## src/rtl/osr_frame_pkg.sv

```systemverilog
package osr_frame_pkg;

    typedef enum logic [2:0] {
        PH_IDLE,
        PH_PREAMBLE,
        PH_SOF_LO,
        PH_SOF_HI,
        PH_WAIT,
        PH_CHAR,
        PH_EOF_LO,
        PH_EOF_HI
    } phase_e;

    typedef struct packed {
        logic load;
        logic shift;
        logic frame_end;
    } seq_ctl_t;

    function automatic logic is_emitting(phase_e ph);
        return !(ph == PH_IDLE || ph == PH_WAIT);
    endfunction

    function automatic logic seg_level(phase_e ph, logic char_bit);
        logic lvl;
        case (ph)
            PH_SOF_LO, PH_EOF_LO: lvl = 1'b0;
            PH_CHAR:              lvl = char_bit;
            default:              lvl = 1'b1;
        endcase
        return lvl;
    endfunction

    function automatic phase_e seg_next(phase_e ph, logic last_byte);
        phase_e nx;
        case (ph)
            PH_PREAMBLE: nx = PH_SOF_LO;
            PH_SOF_LO:   nx = PH_SOF_HI;
            PH_SOF_HI:   nx = PH_WAIT;
            PH_CHAR:     nx = last_byte ? PH_EOF_LO : PH_WAIT;
            PH_EOF_LO:   nx = PH_EOF_HI;
            default:     nx = PH_IDLE;
        endcase
        return nx;
    endfunction

    function automatic int unsigned max2(int unsigned a, int unsigned b);
        return (a > b) ? a : b;
    endfunction

endpackage

```

## src/rtl/osr_bit_pacer.sv

```systemverilog
module osr_bit_pacer #(
    parameter int unsigned CHIPS_PER_BIT = 4
) (
    input  logic clk,
    input  logic rst,
    input  logic adv,
    output logic bit_end
);
    localparam int unsigned CW = (CHIPS_PER_BIT > 1) ? $clog2(CHIPS_PER_BIT) : 1;
    localparam logic [CW-1:0] LAST = CW'(CHIPS_PER_BIT - 1);

    logic [CW-1:0] idx_q;

    assign bit_end = adv && (idx_q == LAST);

    always_ff @(posedge clk) begin
        if (rst) begin
            idx_q <= '0;
        end else if (adv) begin
            idx_q <= bit_end ? '0 : idx_q + 1'b1;
        end
    end


    chip_idx_range_chk: assert property (@(posedge clk) disable iff (rst)
        idx_q <= LAST);


    chip_idx_hold_chk: assert property (@(posedge clk) disable iff (rst)
        !adv |=> $stable(idx_q));

endmodule

```

## src/rtl/osr_char_shifter.sv

```systemverilog
module osr_char_shifter #(
    parameter int unsigned BYTE_W = 8
) (
    input  logic              clk,
    input  logic              rst,
    input  logic              load,
    input  logic [BYTE_W-1:0] load_data,
    input  logic              load_last,
    input  logic              shift,
    output logic              lsb,
    output logic              last_flag
);
    localparam int unsigned CHAR_W = BYTE_W + 2;

    logic [CHAR_W-1:0] sr_q;
    logic              last_q;

    always_ff @(posedge clk) begin
        if (rst) begin
            sr_q   <= '1;
            last_q <= 1'b0;
        end else if (load) begin
            sr_q   <= {1'b1, load_data, 1'b0};
            last_q <= load_last;
        end else if (shift) begin
            sr_q   <= {1'b1, sr_q[CHAR_W-1:1]};
        end
    end

    assign lsb       = sr_q[0];
    assign last_flag = last_q;


    start_bit_chk: assert property (@(posedge clk) disable iff (rst)
        load |=> (lsb == 1'b0));

endmodule

```

## src/rtl/osr_frame_fsm.sv

```systemverilog
module osr_frame_fsm
    import osr_frame_pkg::*;
#(
    parameter int unsigned BYTE_W        = 8,
    parameter int unsigned PREAMBLE_BITS = 20,
    parameter int unsigned SOF_LO_BITS   = 10,
    parameter int unsigned SOF_HI_BITS   = 2,
    parameter int unsigned EOF_LO_BITS   = 10,
    parameter int unsigned EOF_HI_BITS   = 10
) (
    input  logic     clk,
    input  logic     rst,
    input  logic     start,
    input  logic     chip_en,
    input  logic     byte_valid,
    input  logic     bit_end,
    input  logic     last_flag,
    output phase_e   phase,
    output logic     adv,
    output logic     byte_ready,
    output seq_ctl_t ctl
);
    localparam int unsigned CHAR_BITS = BYTE_W + 2;
    localparam int unsigned MAX_SEG = max2(max2(max2(PREAMBLE_BITS, SOF_LO_BITS),
                                                max2(SOF_HI_BITS, EOF_LO_BITS)),
                                           max2(EOF_HI_BITS, CHAR_BITS));
    localparam int unsigned BW = (MAX_SEG > 1) ? $clog2(MAX_SEG) : 1;

    localparam logic [BW-1:0] PRE_LAST    = BW'(PREAMBLE_BITS - 1);
    localparam logic [BW-1:0] SOFL_LAST   = BW'(SOF_LO_BITS - 1);
    localparam logic [BW-1:0] SOFH_LAST   = BW'(SOF_HI_BITS - 1);
    localparam logic [BW-1:0] CHAR_LAST   = BW'(CHAR_BITS - 1);
    localparam logic [BW-1:0] EOFL_LAST   = BW'(EOF_LO_BITS - 1);
    localparam logic [BW-1:0] EOFH_LAST   = BW'(EOF_HI_BITS - 1);

    phase_e        phase_q;
    logic [BW-1:0] bit_idx_q;
    logic [BW-1:0] seg_last;
    logic          seg_done;

    always_comb begin
        case (phase_q)
            PH_PREAMBLE: seg_last = PRE_LAST;
            PH_SOF_LO:   seg_last = SOFL_LAST;
            PH_SOF_HI:   seg_last = SOFH_LAST;
            PH_CHAR:     seg_last = CHAR_LAST;
            PH_EOF_LO:   seg_last = EOFL_LAST;
            PH_EOF_HI:   seg_last = EOFH_LAST;
            default:     seg_last = '0;
        endcase
    end

    assign phase         = phase_q;
    assign adv           = chip_en && is_emitting(phase_q);
    assign byte_ready    = (phase_q == PH_WAIT);
    assign seg_done      = bit_end && (bit_idx_q == seg_last);
    assign ctl.load      = byte_ready && byte_valid;
    assign ctl.shift     = bit_end && (phase_q == PH_CHAR);
    assign ctl.frame_end = seg_done && (phase_q == PH_EOF_HI);

    always_ff @(posedge clk) begin
        if (rst) begin
            phase_q   <= PH_IDLE;
            bit_idx_q <= '0;
        end else begin
            if (phase_q == PH_IDLE) begin
                if (start) begin
                    phase_q   <= PH_PREAMBLE;
                    bit_idx_q <= '0;
                end
            end else if (phase_q == PH_WAIT) begin
                if (byte_valid) begin
                    phase_q   <= PH_CHAR;
                    bit_idx_q <= '0;
                end
            end else if (seg_done) begin
                phase_q   <= seg_next(phase_q, last_flag);
                bit_idx_q <= '0;
            end else if (bit_end) begin
                bit_idx_q <= bit_idx_q + 1'b1;
            end
        end
    end


    start_enter_chk: assert property (@(posedge clk) disable iff (rst)
        (phase_q == PH_IDLE && start) |=> (phase_q == PH_PREAMBLE));


    start_ignored_chk: assert property (@(posedge clk) disable iff (rst)
        (phase_q != PH_IDLE && phase_q != PH_PREAMBLE && start) |=> (phase_q != PH_PREAMBLE));


    wait_freeze_chk: assert property (@(posedge clk) disable iff (rst)
        (phase_q == PH_WAIT && !byte_valid) |=> (phase_q == PH_WAIT && $stable(bit_idx_q)));


    ready_only_waiting_chk: assert property (@(posedge clk) disable iff (rst)
        byte_ready |-> !adv);

endmodule

```

## src/rtl/osr_frame_serializer.sv

```systemverilog
module osr_frame_serializer
    import osr_frame_pkg::*;
#(
    parameter int unsigned BYTE_W        = 8,
    parameter int unsigned CHIPS_PER_BIT = 4,
    parameter int unsigned PREAMBLE_BITS = 20,
    parameter int unsigned SOF_LO_BITS   = 10,
    parameter int unsigned SOF_HI_BITS   = 2,
    parameter int unsigned EOF_LO_BITS   = 10,
    parameter int unsigned EOF_HI_BITS   = 10
) (
    input  logic              clk,
    input  logic              rst,
    input  logic              chip_en,
    input  logic              start,
    input  logic [BYTE_W-1:0] byte_data,
    input  logic              byte_valid,
    input  logic              byte_last,
    output logic              byte_ready,
    output logic              chip_out,
    output logic              chip_stb,
    output logic              busy,
    output logic              done
);
    phase_e   phase;
    seq_ctl_t ctl;
    logic     adv;
    logic     bit_end;
    logic     char_bit;
    logic     last_flag;
    logic     level;
    logic     chip_q;
    logic     stb_q;
    logic     done_q;

    osr_frame_fsm #(
        .BYTE_W        (BYTE_W),
        .PREAMBLE_BITS (PREAMBLE_BITS),
        .SOF_LO_BITS   (SOF_LO_BITS),
        .SOF_HI_BITS   (SOF_HI_BITS),
        .EOF_LO_BITS   (EOF_LO_BITS),
        .EOF_HI_BITS   (EOF_HI_BITS)
    ) u_fsm (
        .clk        (clk),
        .rst        (rst),
        .start      (start),
        .chip_en    (chip_en),
        .byte_valid (byte_valid),
        .bit_end    (bit_end),
        .last_flag  (last_flag),
        .phase      (phase),
        .adv        (adv),
        .byte_ready (byte_ready),
        .ctl        (ctl)
    );

    osr_bit_pacer #(
        .CHIPS_PER_BIT (CHIPS_PER_BIT)
    ) u_pacer (
        .clk     (clk),
        .rst     (rst),
        .adv     (adv),
        .bit_end (bit_end)
    );

    osr_char_shifter #(
        .BYTE_W (BYTE_W)
    ) u_char (
        .clk       (clk),
        .rst       (rst),
        .load      (ctl.load),
        .load_data (byte_data),
        .load_last (byte_last),
        .shift     (ctl.shift),
        .lsb       (char_bit),
        .last_flag (last_flag)
    );

    assign level = seg_level(phase, char_bit);

    always_ff @(posedge clk) begin
        if (rst) begin
            chip_q <= 1'b1;
            stb_q  <= 1'b0;
            done_q <= 1'b0;
        end else begin
            stb_q  <= adv;
            done_q <= ctl.frame_end;
            if (adv) begin
                chip_q <= level;
            end
        end
    end

    assign chip_out = chip_q;
    assign chip_stb = stb_q;
    assign done     = done_q;
    assign busy     = (phase != PH_IDLE);


    idle_high_chk: assert property (@(posedge clk) disable iff (rst)
        !busy |-> chip_out);


    chip_hold_chk: assert property (@(posedge clk) disable iff (rst)
        !chip_stb |-> $stable(chip_out));


    stb_after_en_chk: assert property (@(posedge clk) disable iff (rst)
        chip_stb |-> $past(chip_en));


    done_pulse_chk: assert property (@(posedge clk) disable iff (rst)
        done |=> !done);


    done_ends_busy_chk: assert property (@(posedge clk) disable iff (rst)
        done |-> (!busy && $past(busy)));

endmodule

```

## config.mk

```make
export PLATFORM = sky130hd
export DESIGN_NAME = osr_frame_serializer
export DESIGN_NICKNAME = d
export VERILOG_FILES = /design/src/rtl/osr_frame_pkg.sv /design/src/rtl/osr_bit_pacer.sv /design/src/rtl/osr_char_shifter.sv /design/src/rtl/osr_frame_fsm.sv /design/src/rtl/osr_frame_serializer.sv
export SDC_FILE = /design/constraint.sdc
export NUM_CORES = 1
export LEC_CHECK = 0
export ABC_AREA = 0
export BUFFER_PORTS_ARGS = -buffer_cell sky130_fd_sc_hd__clkbuf_2
export CORE_MARGIN = 3
export CORE_UTILIZATION = 50
export CTS_CLUSTER_SIZE = 8
export DETAILED_ROUTE_END_ITERATION = 16
export PLACE_DENSITY = 0.74
export SETUP_SLACK_MARGIN = 0.4
export SLEW_MARGIN = 20
export SYNTH_ARGS = -nofsm -noshare
export SYNTH_HDL_FRONTEND = slang
export SYNTH_HIERARCHICAL = 1
export SYNTH_SLANG_ARGS = --single-unit
```

## constraint.sdc

```tcl
create_clock -name clk -period 2.4 [get_ports clk]
set_input_delay 0.12 -clock clk [delete_from_list [all_inputs] [get_ports clk]]
set_output_delay 0.12 -clock clk [all_outputs]
set_load 0.01 [all_outputs]
```

; After elaboration in Yosys (flattened, before gate mapping)
; Cells that the tools add are included.
[word_totals]
regBits = 23
out_inout_bits = 5
in_bits = 14
[classes]
reduce_logical = 17
muxes = 18
add_sub_neg = 2
eq_ne = 11
[ops]
columns = op, count
row1 = two-way mux 5 bit, 6
row2 = two-way mux 9 bit, 2
row3 = two-way mux 3 bit, 5
row4 = case mux 3 bit (5 select lines), 1
row5 = case mux 5 bit (3 select lines), 1
row6 = equality test 3 bit (second input constant), 4
row7 = equality test 3 x 2 -> 1 bit (second input constant), 2
row8 = logical AND 1 bit, 6
row9 = AND reduction 3 bit, 2
row10 = nonzero test 3 bit, 2
row11 = adder 5 x 1 -> 5 bit (second input constant), 1
row12 = equality test 5 bit, 1
row13 = two-way mux 2 bit, 2
row14 = nonzero test 4 bit, 1
row15 = OR reduction 4 bit, 1
row16 = equality test 3 x 1 -> 1 bit (second input constant), 1
row17 = logical NOT 3 bit, 1
row18 = != test 3 bit (second input constant), 1
row19 = adder 2 x 1 -> 2 bit (second input constant), 1
row20 = equality test 2 bit (second input constant), 1
row21 = != test 2 bit (second input constant), 1
row22 = case mux 1 bit (2 select lines), 1
row23 = nonzero test 2 bit, 1
row24 = OR reduction 2 bit, 1
row25 = 2 further kinds, 2

; Depth between registers and ports, before layout
[depth]
depth_word = 9
ltp_mapped = 10
mapped_depth_nobuf = 8

; Modules after synthesis
; The synthesis kept the hierarchy.
[by_module_without_submodules]
columns = mod, area_each_um2, seq_area_each_um2, cells_per_inst, instances
row1 = osr_frame_fsm, 604.3, 160.2, 75, 1
row2 = osr_char_shifter, 435.4, 200.2, 42, 1
row3 = osr_frame_serializer, 113.9, 60.1, 10, 1
row4 = osr_bit_pacer, 92.6, 40.0, 9, 1

; Worst setup path after synthesis
; No wires, ideal clock.
[synth_timing]
path_kind = reg-to-reg
startpoint = register u_fsm.phase_q[1] (netlist: u_fsm/phase[1])
endpoint = register (tool-made name)
setup_ns = 0.121
period_less_slack_ns = 2.234
setup_slack_ns = 0.166
path_stages_with_launch = 10
arrival_ns = 2.113
path_buffers = 2
cell_sequence = dfxtp_1 buf_2 nor2_1 clkbuf_1 nor2b_1 and2_1 nor2b_1 nand3_1 or3_4 mux2_4
[synth_rtl]
columns = element, line
row1 = "start, declared", osr_frame_fsm.sv:36  ; phase_e phase_q;
row2 = "start signal, assigned", osr_frame_fsm.sv:77  ; phase_q <= seg_next(phase_q, last_flag);

==> results.md <==
- Status: complete, no violations
- Clk buf depth: 2
- Clock latency on the worst-skew pair: roughly 310 ps
- Final max-slew violation count: 0
- Gpl congestion: 0.850
- Worst Skew: 4.39 ps
- Initial antenna violation count: 0
- Crit path launch: u_fsm/phase[0]
- Synth Area in Compound Gates: ~15%
- Fmax: 0.525 GHz
- Sequential fraction of the synthesis area: approximately 37%
- Layout filler cell count: 220
- CP required: 2610 ps
- GR Overflow Total: 0
- Die Y: approximately 56 um
- Mapped Avg Cell Area: 9.16 um^2
- Post-synth EDFFs: 0
- Peak VDD IR: between 0.3 and 0.4 mV
- Post-Synth XOR/XNOR Area: 2.81%
- Cts bufs inserted: 3
- Worst hold start: byte_last
- Worst-Margin Slew: 509 ps
- Warning count from the yosys run: 6
- Tot GR Track Use: around 16%
- Initial DRC count: 26
- Final Setup Violations: 0
- Routed wl met2: 1.22 mm
- Final worst path period share: 79.4%
- Worst r2r src: u_fsm/phase[0]
- Clock Sinks: 23
- Synth-to-layout area growth: 12.9%
- Netlist cell types: 43
- Root Buffer: clkbuf_4
- Mux share of post-synthesis cell area: 10.8%
- Ant diodes: 0
- Setup TNS: 0 ps
- Die W: between 50 and 60 um
- Drt total wl: 2.48 mm
- # H-tree levels: 1
- Drt drc: 0
- Max Used Layer: met4
- DR WL/cell: 13.5 um
- Crit path max fanout: 13
- Async SR Flop Fraction: 0%
- Detailed placer's ending HPWL: around 1.8 mm
- Gate Count Post-Synth: 136
- Initial Util: a little over half
- Detail Route Antenna Nets: 0
- PortBufs: 18
- Largest net degree at the start of global routing: 25
- Num ports: 19
- Final Util: 61.2%
- Synth Register Bits: 23
- Layout cells sized above 1: 23.9%
- Mapped Nets: 152
- Pre-CTS WS: 276 ps
- Final min period: 1910 ps
- Total of max-cap violations: 0
- Largest family of logic cells by synthesized area: simple AND/OR/NAND/NOR gates
- Core Region: 0.00230 mm^2
- Worst Hold Class: input pin to register
- Number of vias per cell: between 5 and 6
- Global-route wire length before repair: just over 4 mm
- Synth Area in Simple Gates: 25.8%
- CTS clk-pin slew, worst paths: 120 ps
- Critical path type: register to register
- Pwr dens: ~460 mW/mm^2
- Most frequent cells in the layout: dfxtp_1, clkbuf_2, mux2i_1
- RSZ-0062 raised after global routing: false
- Synth Area in Adders: 2.01%
- CP Capture Type: register
- WL met1: around 1.1 mm
- Main synth FF type: dfxtp_1
- TritonCTS clock tree: built
- Static leakage: 0.544 nW
- Netlist Area Pre-Place: 0.00125 mm^2
- Placement Rows: 17
- Slew headroom: between 60 and 70%
- Via count: 1,027
- Pre-antenna DRT Iters: 4
- Fin worst setup slack: 494 ps
- Die footprint: 0.00313 mm^2
- Arr. time, crit path: between 2000 and 2500 ps
- Met3 WL post-DR: 95 um
- CP startpoint kind: register
- Final hold viol count: 0
- Vias in the first global route: 931
- Net count, final: roughly 170
- Commonest non-fill, non-tap cell in the layout: dfxtp_1
[critical path, cell delays in order (launching register included)]
cell,delay [ps]
dfxtp_4,430
nor2_1,100
nor2b_4,150
and2_4,170
nor2b_1,170
nand3_1,130
or3_4,360
mux2_4,300
[repair_timing]
action	CTS	global route
setup endpoints to repair	16	2
resized for setup	4	1
hold buffers	0	0
setup buffers	0	4
[worst paths after layout]
| check | endpoint | slack, ps | depth (start not counted) |
|---|---|---|---|
| hold reg to reg | u_pacer/idx_q[0] | 500 | 2 |
| setup / recovery | register | 490 | 7 |
| hold / removal | u_char/last_flag | 40 | 3 |
| setup reg to reg | register | 490 | 7 |
[sequential cells by signal, indices dropped and copies added (netlist names), named ones only]
signal and flops:
chip_stb 1, u_fsm/bit_idx_q 5, u_pacer/idx_q 2, done 1, chip_out 1, u_fsm/phase 2
u_char/sr_q 9, u_char/last_flag 1
[through the flow]
step	cell area [um^2]	total power [W]	hold slack, ps	instances
3_5_place_dp	1340	0.000475	371	175
2_1_floorplan	1270	0.000452	189	136
3_3_place_gp	1340	0.000473	359	175
6_report	1410	0.000647	40.2	183
4_1_cts	1370	0.000656	29.4	179
5_1_grt	1410	0.000682	44.0	183
[where the power goes]
| part | internal [W] | switching, W |
|---|---|---|
| Clock | 0.0000651 | 0.000113 |
| Sequential | 0.000387 | 0.00000847 |
| Combinational | 0.0000352 | 0.0000390 |
[synthesized netlist by cell type, types with 3 or more instances]
cell type   n  area, um^2
nand3_1     5        25.0
nor2b_1     8        50.1
and2_1      3        18.8
nor3b_1     7        52.6
inv_1       5        18.8
mux2i_1    12         120
nor2_1     10        37.5
dfxtp_1    23         460
a211oi_1    4        30.0
a21oi_1    10        50.1
nand2b_1    3        18.8
xnor2_1     3        26.3
nor3_1      3        15.0
[kinds of logic after synthesis]
| family | after synthesis |
|---|---|
| DFF | 23 |
| xor gates and xnor gates | 4 |
| adders and majority gates | 2 |
| AOI/OAI and AO/OA | 28 |
| and+or+nand+nor | 52 |
| muxes | 13 |
| buffers and inverters | 14 |
[final cells by class]
class / instances / area [um^2] / area share [%]
Timing Repair Buffer: 24 / 135 / 9.61
Inverter: 5 / 18.8 / 1.33
Sequential cell: 23 / 468 / 33.3
Multi-Input combinational cell: 99 / 723 / 51.4
Clock buffer: 4 / 26.3 / 1.87
Tap cell: 28 / 35.0 / 2.49
[metal layers]
| metal | vias to the layer above | global-route usage, % |
|---|---|---|
| met4 | 0 | 5.76 |
| met5 | - | 0 |
| li1 | 527 | - |
| met2 | 22 | 25.8 |
| met1 | 474 | 19.5 |
| met3 | 4 | 5.10 |
Note: power is estimated with default switching activity, not from simulation.
